## src/rtl/psc_pkg.sv

```systemverilog
package psc_pkg;
  localparam int N_PHASES = 3;
  typedef enum logic { RAMP_UP = 1'b0, RAMP_DOWN = 1'b1 } ramp_e;
endpackage

```

## src/rtl/psc_carrier.sv

```systemverilog
module psc_carrier
  import psc_pkg::*;
#(
  parameter int CNT_W   = 11,
  parameter int N_CELLS = 2,
  parameter int IDX     = 0
) (
  input  logic             clk,
  input  logic             rst_n,
  input  logic             run,
  input  logic [CNT_W-1:0] hp,
  output logic [CNT_W:0]   carrier
);
  localparam int PW = CNT_W + 2 + $clog2(N_CELLS + 1);

  logic [CNT_W-1:0] cnt, start_cnt, nxt;
  ramp_e            dir, start_dir;
  logic [PW-1:0]    two_h, pos;

  // starting point of this carrier within one triangle
  always_comb begin
    two_h = PW'(hp) << 1;
    pos   = (two_h * PW'(IDX)) / PW'(N_CELLS);
    if (pos <= PW'(hp)) begin
      start_cnt = CNT_W'(pos);
      start_dir = (pos < PW'(hp)) ? RAMP_UP : RAMP_DOWN;
    end else begin
      start_cnt = CNT_W'(two_h - pos);
      start_dir = RAMP_DOWN;
    end
    nxt = (dir == RAMP_UP) ? cnt + 1'b1 : cnt - 1'b1;
  end

  always_ff @(posedge clk or negedge rst_n) begin
    if (!rst_n) begin
      cnt <= '0;
      dir <= RAMP_UP;
    end else if (!run) begin
      cnt <= start_cnt;
      dir <= start_dir;
    end else begin
      cnt <= nxt;
      if (nxt == hp)        dir <= RAMP_DOWN;
      else if (nxt == '0)   dir <= RAMP_UP;
    end
  end

  // signed carrier on the reference scale: 2*cnt - hp
  assign carrier = ({1'b0, cnt} << 1) - {1'b0, hp};

  p_bound_r2: assert property (@(posedge clk) disable iff (!rst_n)
    run |=> (cnt <= $past(hp)))
    else $error("carrier exceeded half-period");

  p_step_r2: assert property (@(posedge clk) disable iff (!rst_n)
    run |=> ((cnt == $past(cnt) + 1'b1) || (cnt == $past(cnt) - 1'b1)))
    else $error("carrier did not move by one");
endmodule

```

## src/rtl/psc_cell.sv

```systemverilog
module psc_cell #(
  parameter int REF_W = 12
) (
  input  logic                    clk,
  input  logic                    rst_n,
  input  logic                    run,
  input  logic signed [REF_W-1:0] ref_in,
  input  logic signed [REF_W-1:0] car,
  output logic                    fc_nxt,
  output logic                    gate_hi,
  output logic                    gate_lo
);
  always_comb begin
    if (ref_in > car)       fc_nxt = 1'b1;
    else if (ref_in < car)  fc_nxt = 1'b0;
    else                    fc_nxt = gate_hi;
  end

  always_ff @(posedge clk or negedge rst_n) begin
    if (!rst_n) begin
      gate_hi <= 1'b0;
      gate_lo <= 1'b0;
    end else if (!run) begin
      gate_hi <= 1'b0;
      gate_lo <= 1'b0;
    end else begin
      gate_hi <= fc_nxt;
      gate_lo <= ~fc_nxt;
    end
  end

  p_never_both_r6: assert property (@(posedge clk) disable iff (!rst_n)
    !(gate_hi && gate_lo))
    else $error("both switches of a cell on");

  p_complement_r6: assert property (@(posedge clk) disable iff (!rst_n)
    run |=> (gate_hi != gate_lo))
    else $error("cell switches not complementary");

  p_above_r4: assert property (@(posedge clk) disable iff (!rst_n)
    (run && (ref_in > car)) |=> gate_hi)
    else $error("reference above carrier but gate off");

  p_below_r4: assert property (@(posedge clk) disable iff (!rst_n)
    (run && (ref_in < car)) |=> !gate_hi)
    else $error("reference below carrier but gate on");

  p_tie_hold_r5: assert property (@(posedge clk) disable iff (!rst_n)
    (run && (ref_in == car)) |=> (gate_hi == $past(gate_hi)))
    else $error("gate moved on a tie");
endmodule

```

## src/rtl/psc_arm.sv

```systemverilog
module psc_arm #(
  parameter  int REF_W   = 12,
  parameter  int N_CELLS = 2,
  localparam int LVL_W   = $clog2(N_CELLS + 1)
) (
  input  logic                          clk,
  input  logic                          rst_n,
  input  logic                          run,
  input  logic signed [REF_W-1:0]       ref_in,
  input  logic [N_CELLS-1:0][REF_W-1:0] carriers,
  output logic [N_CELLS-1:0]            gate_hi,
  output logic [N_CELLS-1:0]            gate_lo,
  output logic [LVL_W-1:0]              level
);
  logic [N_CELLS-1:0] fc_nxt;
  logic [LVL_W-1:0]   ones;

  for (genvar k = 0; k < N_CELLS; k++) begin : g_cell
    psc_cell #(.REF_W(REF_W)) u_cell (
      .clk     (clk),
      .rst_n   (rst_n),
      .run     (run),
      .ref_in  (ref_in),
      .car     ($signed(carriers[k])),
      .fc_nxt  (fc_nxt[k]),
      .gate_hi (gate_hi[k]),
      .gate_lo (gate_lo[k])
    );
  end

  always_comb begin
    ones = '0;
    for (int i = 0; i < N_CELLS; i++) ones = ones + LVL_W'(fc_nxt[i]);
  end

  always_ff @(posedge clk or negedge rst_n) begin
    if (!rst_n)     level <= '0;
    else if (!run)  level <= '0;
    else            level <= ones;
  end

  p_level_count_r7: assert property (@(posedge clk) disable iff (!rst_n)
    level == LVL_W'($countones(gate_hi)))
    else $error("level disagrees with upper gates");
endmodule

```

## src/rtl/psc_modulator.sv

```systemverilog
module psc_modulator
  import psc_pkg::*;
#(
  parameter  int REF_W   = 12,
  parameter  int N_CELLS = 2,
  localparam int CNT_W   = REF_W - 1,
  localparam int LVL_W   = $clog2(N_CELLS + 1)
) (
  input  logic                    clk,
  input  logic                    rst_n,
  input  logic                    en,
  input  logic                    ref_valid,
  output logic                    ref_ready,
  input  logic signed [REF_W-1:0] ref_u,
  input  logic signed [REF_W-1:0] ref_v,
  input  logic signed [REF_W-1:0] ref_w,
  input  logic [CNT_W-1:0]        half_period,
  output logic [N_CELLS-1:0]      gate_hi_u,
  output logic [N_CELLS-1:0]      gate_lo_u,
  output logic [N_CELLS-1:0]      gate_hi_v,
  output logic [N_CELLS-1:0]      gate_lo_v,
  output logic [N_CELLS-1:0]      gate_hi_w,
  output logic [N_CELLS-1:0]      gate_lo_w,
  output logic [LVL_W-1:0]        level_u,
  output logic [LVL_W-1:0]        level_v,
  output logic [LVL_W-1:0]        level_w
);
  logic signed [REF_W-1:0]       ref_in   [N_PHASES];
  logic signed [REF_W-1:0]       ref_hold [N_PHASES];
  logic [N_CELLS-1:0]            hi_arr   [N_PHASES];
  logic [N_CELLS-1:0]            lo_arr   [N_PHASES];
  logic [LVL_W-1:0]              lvl_arr  [N_PHASES];
  logic [N_CELLS-1:0][REF_W-1:0] car_bus;
  logic [CNT_W-1:0]              hp_clamp, hp_q, hp_eff;
  logic                          take;

  assign ref_ready = en;
  assign take      = ref_valid & ref_ready;
  assign ref_in[0] = ref_u;
  assign ref_in[1] = ref_v;
  assign ref_in[2] = ref_w;

  // half-period: zero promoted to one, frozen while running
  assign hp_clamp = (half_period == '0) ? CNT_W'(1) : half_period;
  assign hp_eff   = en ? hp_q : hp_clamp;

  always_ff @(posedge clk or negedge rst_n) begin
    if (!rst_n)   hp_q <= CNT_W'(1);
    else if (!en) hp_q <= hp_clamp;
  end

  for (genvar p = 0; p < N_PHASES; p++) begin : g_ref
    always_ff @(posedge clk or negedge rst_n) begin
      if (!rst_n)     ref_hold[p] <= '0;
      else if (take)  ref_hold[p] <= ref_in[p];
    end
  end

  for (genvar k = 0; k < N_CELLS; k++) begin : g_car
    psc_carrier #(.CNT_W(CNT_W), .N_CELLS(N_CELLS), .IDX(k)) u_car (
      .clk     (clk),
      .rst_n   (rst_n),
      .run     (en),
      .hp      (hp_eff),
      .carrier (car_bus[k])
    );
  end

  for (genvar p = 0; p < N_PHASES; p++) begin : g_arm
    psc_arm #(.REF_W(REF_W), .N_CELLS(N_CELLS)) u_arm (
      .clk      (clk),
      .rst_n    (rst_n),
      .run      (en),
      .ref_in   (ref_hold[p]),
      .carriers (car_bus),
      .gate_hi  (hi_arr[p]),
      .gate_lo  (lo_arr[p]),
      .level    (lvl_arr[p])
    );
  end

  assign gate_hi_u = hi_arr[0];
  assign gate_lo_u = lo_arr[0];
  assign gate_hi_v = hi_arr[1];
  assign gate_lo_v = lo_arr[1];
  assign gate_hi_w = hi_arr[2];
  assign gate_lo_w = lo_arr[2];
  assign level_u   = lvl_arr[0];
  assign level_v   = lvl_arr[1];
  assign level_w   = lvl_arr[2];

  p_idle_off_r1: assert property (@(posedge clk) disable iff (!rst_n)
    !en |=> ((gate_hi_u | gate_lo_u | gate_hi_v | gate_lo_v | gate_hi_w | gate_lo_w) == '0
             && level_u == '0 && level_v == '0 && level_w == '0))
    else $error("outputs active while disabled");

  p_ref_keep_r8: assert property (@(posedge clk) disable iff (!rst_n)
    !take |=> ($stable(ref_hold[0]) && $stable(ref_hold[1]) && $stable(ref_hold[2])))
    else $error("reference changed without handshake");

  p_hp_frozen_r9: assert property (@(posedge clk) disable iff (!rst_n)
    en |=> $stable(hp_q))
    else $error("half-period changed while running");

  p_hp_nonzero_r10: assert property (@(posedge clk) disable iff (!rst_n)
    hp_q != '0)
    else $error("zero half-period in use");
endmodule

```

## config.mk

```make
export PLATFORM = sky130hd
export DESIGN_NAME = psc_modulator
export DESIGN_NICKNAME = d
export VERILOG_FILES = /design/src/rtl/psc_pkg.sv /design/src/rtl/psc_carrier.sv /design/src/rtl/psc_cell.sv /design/src/rtl/psc_arm.sv /design/src/rtl/psc_modulator.sv
export SDC_FILE = /design/constraint.sdc
export NUM_CORES = 1
export LEC_CHECK = 0
export BUFFER_PORTS_ARGS = -buffer_cell sky130_fd_sc_hd__buf_4
export CORE_ASPECT_RATIO = 1.1
export CORE_MARGIN = 8
export CORE_UTILIZATION = 65
export CTS_CLUSTER_DIAMETER = 60
export DETAILED_ROUTE_END_ITERATION = 10
export PLACE_DENSITY = 0.86
export SYNTH_ARGS = -nofsm -noshare
export SYNTH_HDL_FRONTEND = slang
export SYNTH_SLANG_ARGS = --single-unit
```

## constraint.sdc

```tcl
create_clock -name clk -period 12.6 [get_ports clk]
set_clock_uncertainty 0.2 [all_clocks]
set_input_delay 1.26 -clock clk [delete_from_list [all_inputs] [get_ports clk]]
set_output_delay 1.26 -clock clk [all_outputs]
set_load 0.02 [all_outputs]
```

# After elaboration in Yosys (flattened, before gate mapping)
# Cells that the tools add are included.
# word_totals
reg_bits	89
input_bits	51
output_inout_bits	19
elab_cells	108
# classes
add_sub_neg	10
order_cmp	16
eq_ne	4
n_mux	45
bitwise_logic	7
n_reduce_logical	3
# ops
cell	count
$mux W11	8
$gt A12 B12 Y1	6
$lt A12 B12 Y1	6
$mux W1	34
$logic_not A11 Y1	3
$sub A12 B11 Y12	2
$add A11 B1 Y11 const B	2
$eq A11 B11 Y1	2
$sub A11 B1 Y11 const B	2
$le A1 B11 Y1 const A	1
$le A11 B11 Y1	1
$lt A1 B11 Y1 const A	1
$lt A11 B11 Y1	1
$sub A11 B11 Y11	1
$add A1 B1 Y2	3
$mux W2	3
$ne A3 B1 Y1 const B	2
$not A1 Y1	6
$and A1 B1 Y1	1

# Logic depth before layout (Yosys ltp)
# logic_depth
ltp_word	9
mapped_depth	21

# Hierarchy
# A second synthesis with hierarchy kept.
# hier_totals
cells_unflattened	846
area_unflattened_um2	8050.2
# by_module_without_submodules
mod	n_inst	cells_per_inst	area_each_um2	seq_area_each_um2
psc_cell	6	47	385.4	50.0
psc_modulator	1	104	1899.3	1177.4
psc_carrier at g_car[0].u_car	1	228	1820.5	300.3
psc_carrier at g_car[1].u_car	1	217	1793.0	300.3
psc_arm	3	5	75.1	50.0

# Least setup slack after synthesis
# Ideal clock, no wire load.
# synth_path
kind	input-to-reg
startpoint	in en
endpoint	reg g_arm[0].u_arm.level[0]
setup_ns	0.128
t_arrival_ns	5.250
required_time_ns	12.272
setup_slack_ns	7.023
stages	20
path_cell_list	buf_6 > clkbuf_1 > mux2i_1 > ha_1 > a21oi_1 > o21ai_0 > nor2_1 > o21ai_0 > a21o_1 > a21oi_1 > xor2_1 > ha_1 > nand3_1 > or4_1 > o2111ai_1 > a31oi_1 > o21ai_1 > maj3_1 > a32oi_2 > mux2_1
# synth_via
elab_chain_cells	7
elab_cells_between_ends	13
classes_between	add/sub (3); order compare (4); mux (6)
# synth_lines
element	line_no	rtl
start, declared	psc_modulator.sv:11	input logic en,
$mux W11	-	
$sub A12 B11 Y12	psc_carrier.sv:49	assign carrier = ({1'b0, cnt} << 1) - {1'b0, hp};
$lt A12 B12 Y1	psc_cell.sv:15	else if (ref_in < car) fc_nxt = 1'b0;
$mux W1	psc_cell.sv:15	
$mux W1	psc_cell.sv:14	if (ref_in > car) fc_nxt = 1'b1;
$add A1 B1 Y2	psc_arm.sv:33	for (int i = 0; i < N_CELLS; i++) ones = ones + LVL_W'(fc_nxt[i]);
$mux W2 (*)	psc_arm.sv:38	else if (!run) level <= '0;
end signal, assigned	psc_arm.sv:39	else level <= ones;
end, declared	psc_arm.sv:13	output logic [LVL_W-1:0] level
# Every way passes the cells marked *; elsewhere a longest branch is shown, timed or not.
# A chain may end at the register's enable or synchronous reset.

==> metrics.md <==
| Metric | Value |
|---|---|
| Synth top area share | 30.7% |
| Die Y | 126 um |
| Worst-Margin Slew | 1100 ps |
| Async set-reset flop share out of synthesis | 100% |
| Final wirelength | 20500 um |
| Max VDD drop | 120 uV |
| Diode count | 0 |
| Setup TNS | 0 ps |
| Yosys cell types | 78 |
| Gp weighted congestion | 1.06 |
| Startpoint types | input port |
| Hold Crit Class | reg2reg |
| Routed Antenna Nets | 0 |
| Post-CTS setup buffer count | 0 |
| Post-synthesis sequential area ratio | 31.0% |
| DP HPWL | 16300 um |
| Syn Inst Count | 722 |
| Hold path endpoint | ref_hold[24]$_DFFE_PN0P_ |
| Max-slew violation count | 0 |
| First-pass GRT wire length | 32700 um |
| Gr usage total | 28.9% |
| 1st-iter DRT viols | 437 |
| DRC viols | 0 |
| FMAX | 156 MHz |
| CP Capture Type | register |
| Hold_buf cts | 0 |
| Cell Area, Synth | 7180 um2 |
| I/O pins | 70 |
| Final net count | 935 |
| Final Setup Violations | 0 |
| Primary FF master, synth | dfrtp_1 |
| Total grt overflow | 0 |
| Critical path class | in2reg |
| Detailed-router iteration count before antenna repair | 5 |
| Area delta synth->final | 11.6% |
| HP Start | ref_hold[24]$_DFFE_PN0P_ |
| # fillers | 779 |
| Worst R2R Start | hp_q[0]$_DFF_PN1_ |
| Starting Density | 66.1% |
| CP Data Required Time | 12630 ps |
| CORE AREA | 10900 um2 |
| Die Wd | 116 um |
| Initial antenna violation count | 0 |
| TritonCTS clock tree | yes |
| Largest area contributor in the netlist | dfrtp_1 |
| Row cnt | 40 |
| Port bufs | 69 |
| Fraction of layout cells with a size suffix above 1 | 17.8% |
| CP Max Fanout | 8 |
| Die Area | 14700 um2 |
| Worst-Skew Late Latency | 350 ps |
| Top post-synthesis cells by count | 99 x ha_1, 88 x dfrtp_1, 44 x xnor2_1 |
| Total number of yosys warnings | 0 |
| Reg-to-Reg End | g_arm[0].u_arm.level[0]$_DFF_PN0_ |
| Reg2reg setup slack | 7140 ps |
| Vias in the first global route | 6275 |
| Clock Path Buffers | 2 |
| Syn Area/Cell | 9.94 um2 |
| CTS H-tree depth | 3 |
| Seq cells post-synth | 89 |
| Max Cap Violations | 0 |
| Num CTS Buffers | 9 |
| Leak | 0.00385 uW |
| Post-Syn Nets | 876 |
| Worst Hold Depth | 1 |
| Via density | 6.47 |
| Largest net degree at the start of global routing | 90 |
| Unrepaired setup endpoints after global routing | false |
| Final hold violation count | 0 |
| Status | finished clean |
| PwrDens | 205 nW/um2 |
| Max_slew headroom | 26.5% |
| Clock slew at reported path FFs | 60 ps |
| CP Data Arrival Time | 6440 ps |
| Vias | 6028 |
| Hold Slack | 319 ps |
| Cts repair resizes | 0 |
| Tcrit/Tclk final | 50.9% |
| Avg WL per Cell | 21.9 um |
| Most common cell in the netlist | ha_1 |
| Worst R2R Path Depth | 18 |
| Tmin final | 6410 ps |
| EDFF count, synth | 0 |
| # clock sinks | 89 |
| Root buffer cell | clkbuf_16 |
| Area contributors post-synth | dfrtp_1 31%, ha_1 17%, mux2_2 6.6% |
state kept, by name, summed over array words and instances (netlist names):
name	cells
ref_hold	36
g_car.u_car.cnt	22
hp_q	11
g_arm.u_arm.g_cell.u_cell.gate_hi	6
g_arm.u_arm.g_cell.u_cell.gate_lo	6
g_arm.u_arm.level	6
g_car.u_car.dir	2
area by class of cell:
type / count / area (um2) / area share [%]
inverters: 42 / 158 / 1.97
clock inverters: 2 / 16.3 / 0.203
repair buffers: 71 / 533 / 6.66
well taps: 147 / 184 / 2.30
clock buffers: 13 / 240 / 3.00
multi-input cells: 568 / 4650 / 58.0
flip-flops and latches: 89 / 2230 / 27.8
critical path, stage by stage:
cell and delay [ps]:
buf_4 120, nor4_2 430, a311oi_1 210, nor2_1 690
fa_1 370, nor2b_1 80, o2111ai_1 290, nand2_1 90
nor2_1 140, xor2_1 400, ha_1 340, and4_1 220
nand3_1 70, or4_1 140, o2111ai_1 130, a31oi_1 280
o21ai_1 120, maj3_1 380, a32oi_2 330, mux2_1 350
routing by layer:
layer  GRT usage (%)  vias to the layer above  wire length [um]
met5               0                        -                 0
met3            5.31                       76              1270
met1            33.5                     2912              7960
met4            16.0                        0              1050
li1                -                     2770                 -
met2            48.8                      270             10200
cells by family (layout without fill, tap and decap cells):
logic type | Yosys count | in the layout | synth area share (%)
DFF | 89 | 89 | 31.0
AOI/OAI and AO/OA | 163 | 163 | 15.7
and+or+nand+nor | 186 | 186 | 14.2
xor gates and xnor gates | 60 | 60 | 7.90
buffers and inverters | 65 | 128 | 4.20
adders and majority gates | 106 | 106 | 18.8
muxes | 53 | 53 | 8.14
per-stage QoR:
step                      util (%)  setup slack (ps)  std cells  area (um2)  total power, uW
after floorplan                  -              7020        722        7180             1100
final                         73.7              6190        932        8010             1640
after global routing          73.7              5950        932        8010             1750
after detailed placement      71.4              6020        917        7750             1380
after CTS                     73.7              6370        932        8010             1620
after global placement        71.4              6140        917        7750             1330
worst max-delay path by stage:
stage | start | endpoint | cells past startpoint
3_3_place_gp | half_period[7] | g_arm[0].u_arm.level[0]$_DFF_PN0_ | 20
4_1_cts | half_period[7] | g_arm[0].u_arm.level[0]$_DFF_PN0_ | 20
6_report | half_period[7] | g_arm[0].u_arm.level[0]$_DFF_PN0_ | 20
5_1_grt | half_period[7] | g_arm[0].u_arm.level[0]$_DFF_PN0_ | 20
2_1_floorplan | en | g_arm[0].u_arm.level[0]$_DFF_PN0_ | 20
3_5_place_dp | half_period[7] | g_arm[0].u_arm.level[0]$_DFF_PN0_ | 20
cells in the final DEF (no fill, tap or decap), types with 4 or more instances in the layout:
cell type	count
nor3_1	15
nand2_1	27
nor4_1	4
and3_1	10
a21o_1	21
xnor2_1	44
dfrtp_1	88
nor2_1	41
o21bai_1	6
buf_4	71
o21a_1	13
ha_1	99
mux2_2	42
xor2_1	13
nand3_1	13
or4_1	5
and2_1	15
clkbuf_16	9
a21oi_1	42
nand2b_1	12
fa_1	4
nor2b_1	13
inv_1	42
a31oi_1	10
mux2i_1	10
clkbuf_1	4
o211ai_1	4
o21ai_0	19
nand4_1	13
o31ai_1	6
where the power goes:
group	internal [uW]	switching (uW)	leakage, uW	total, uW
registers	342	52.7	0.00109	394
clock network	133	110	0.000120	243
logic	426	577	0.00265	1000
total	901	740	0.00385	1640
(Power assumes the default switching activity.)
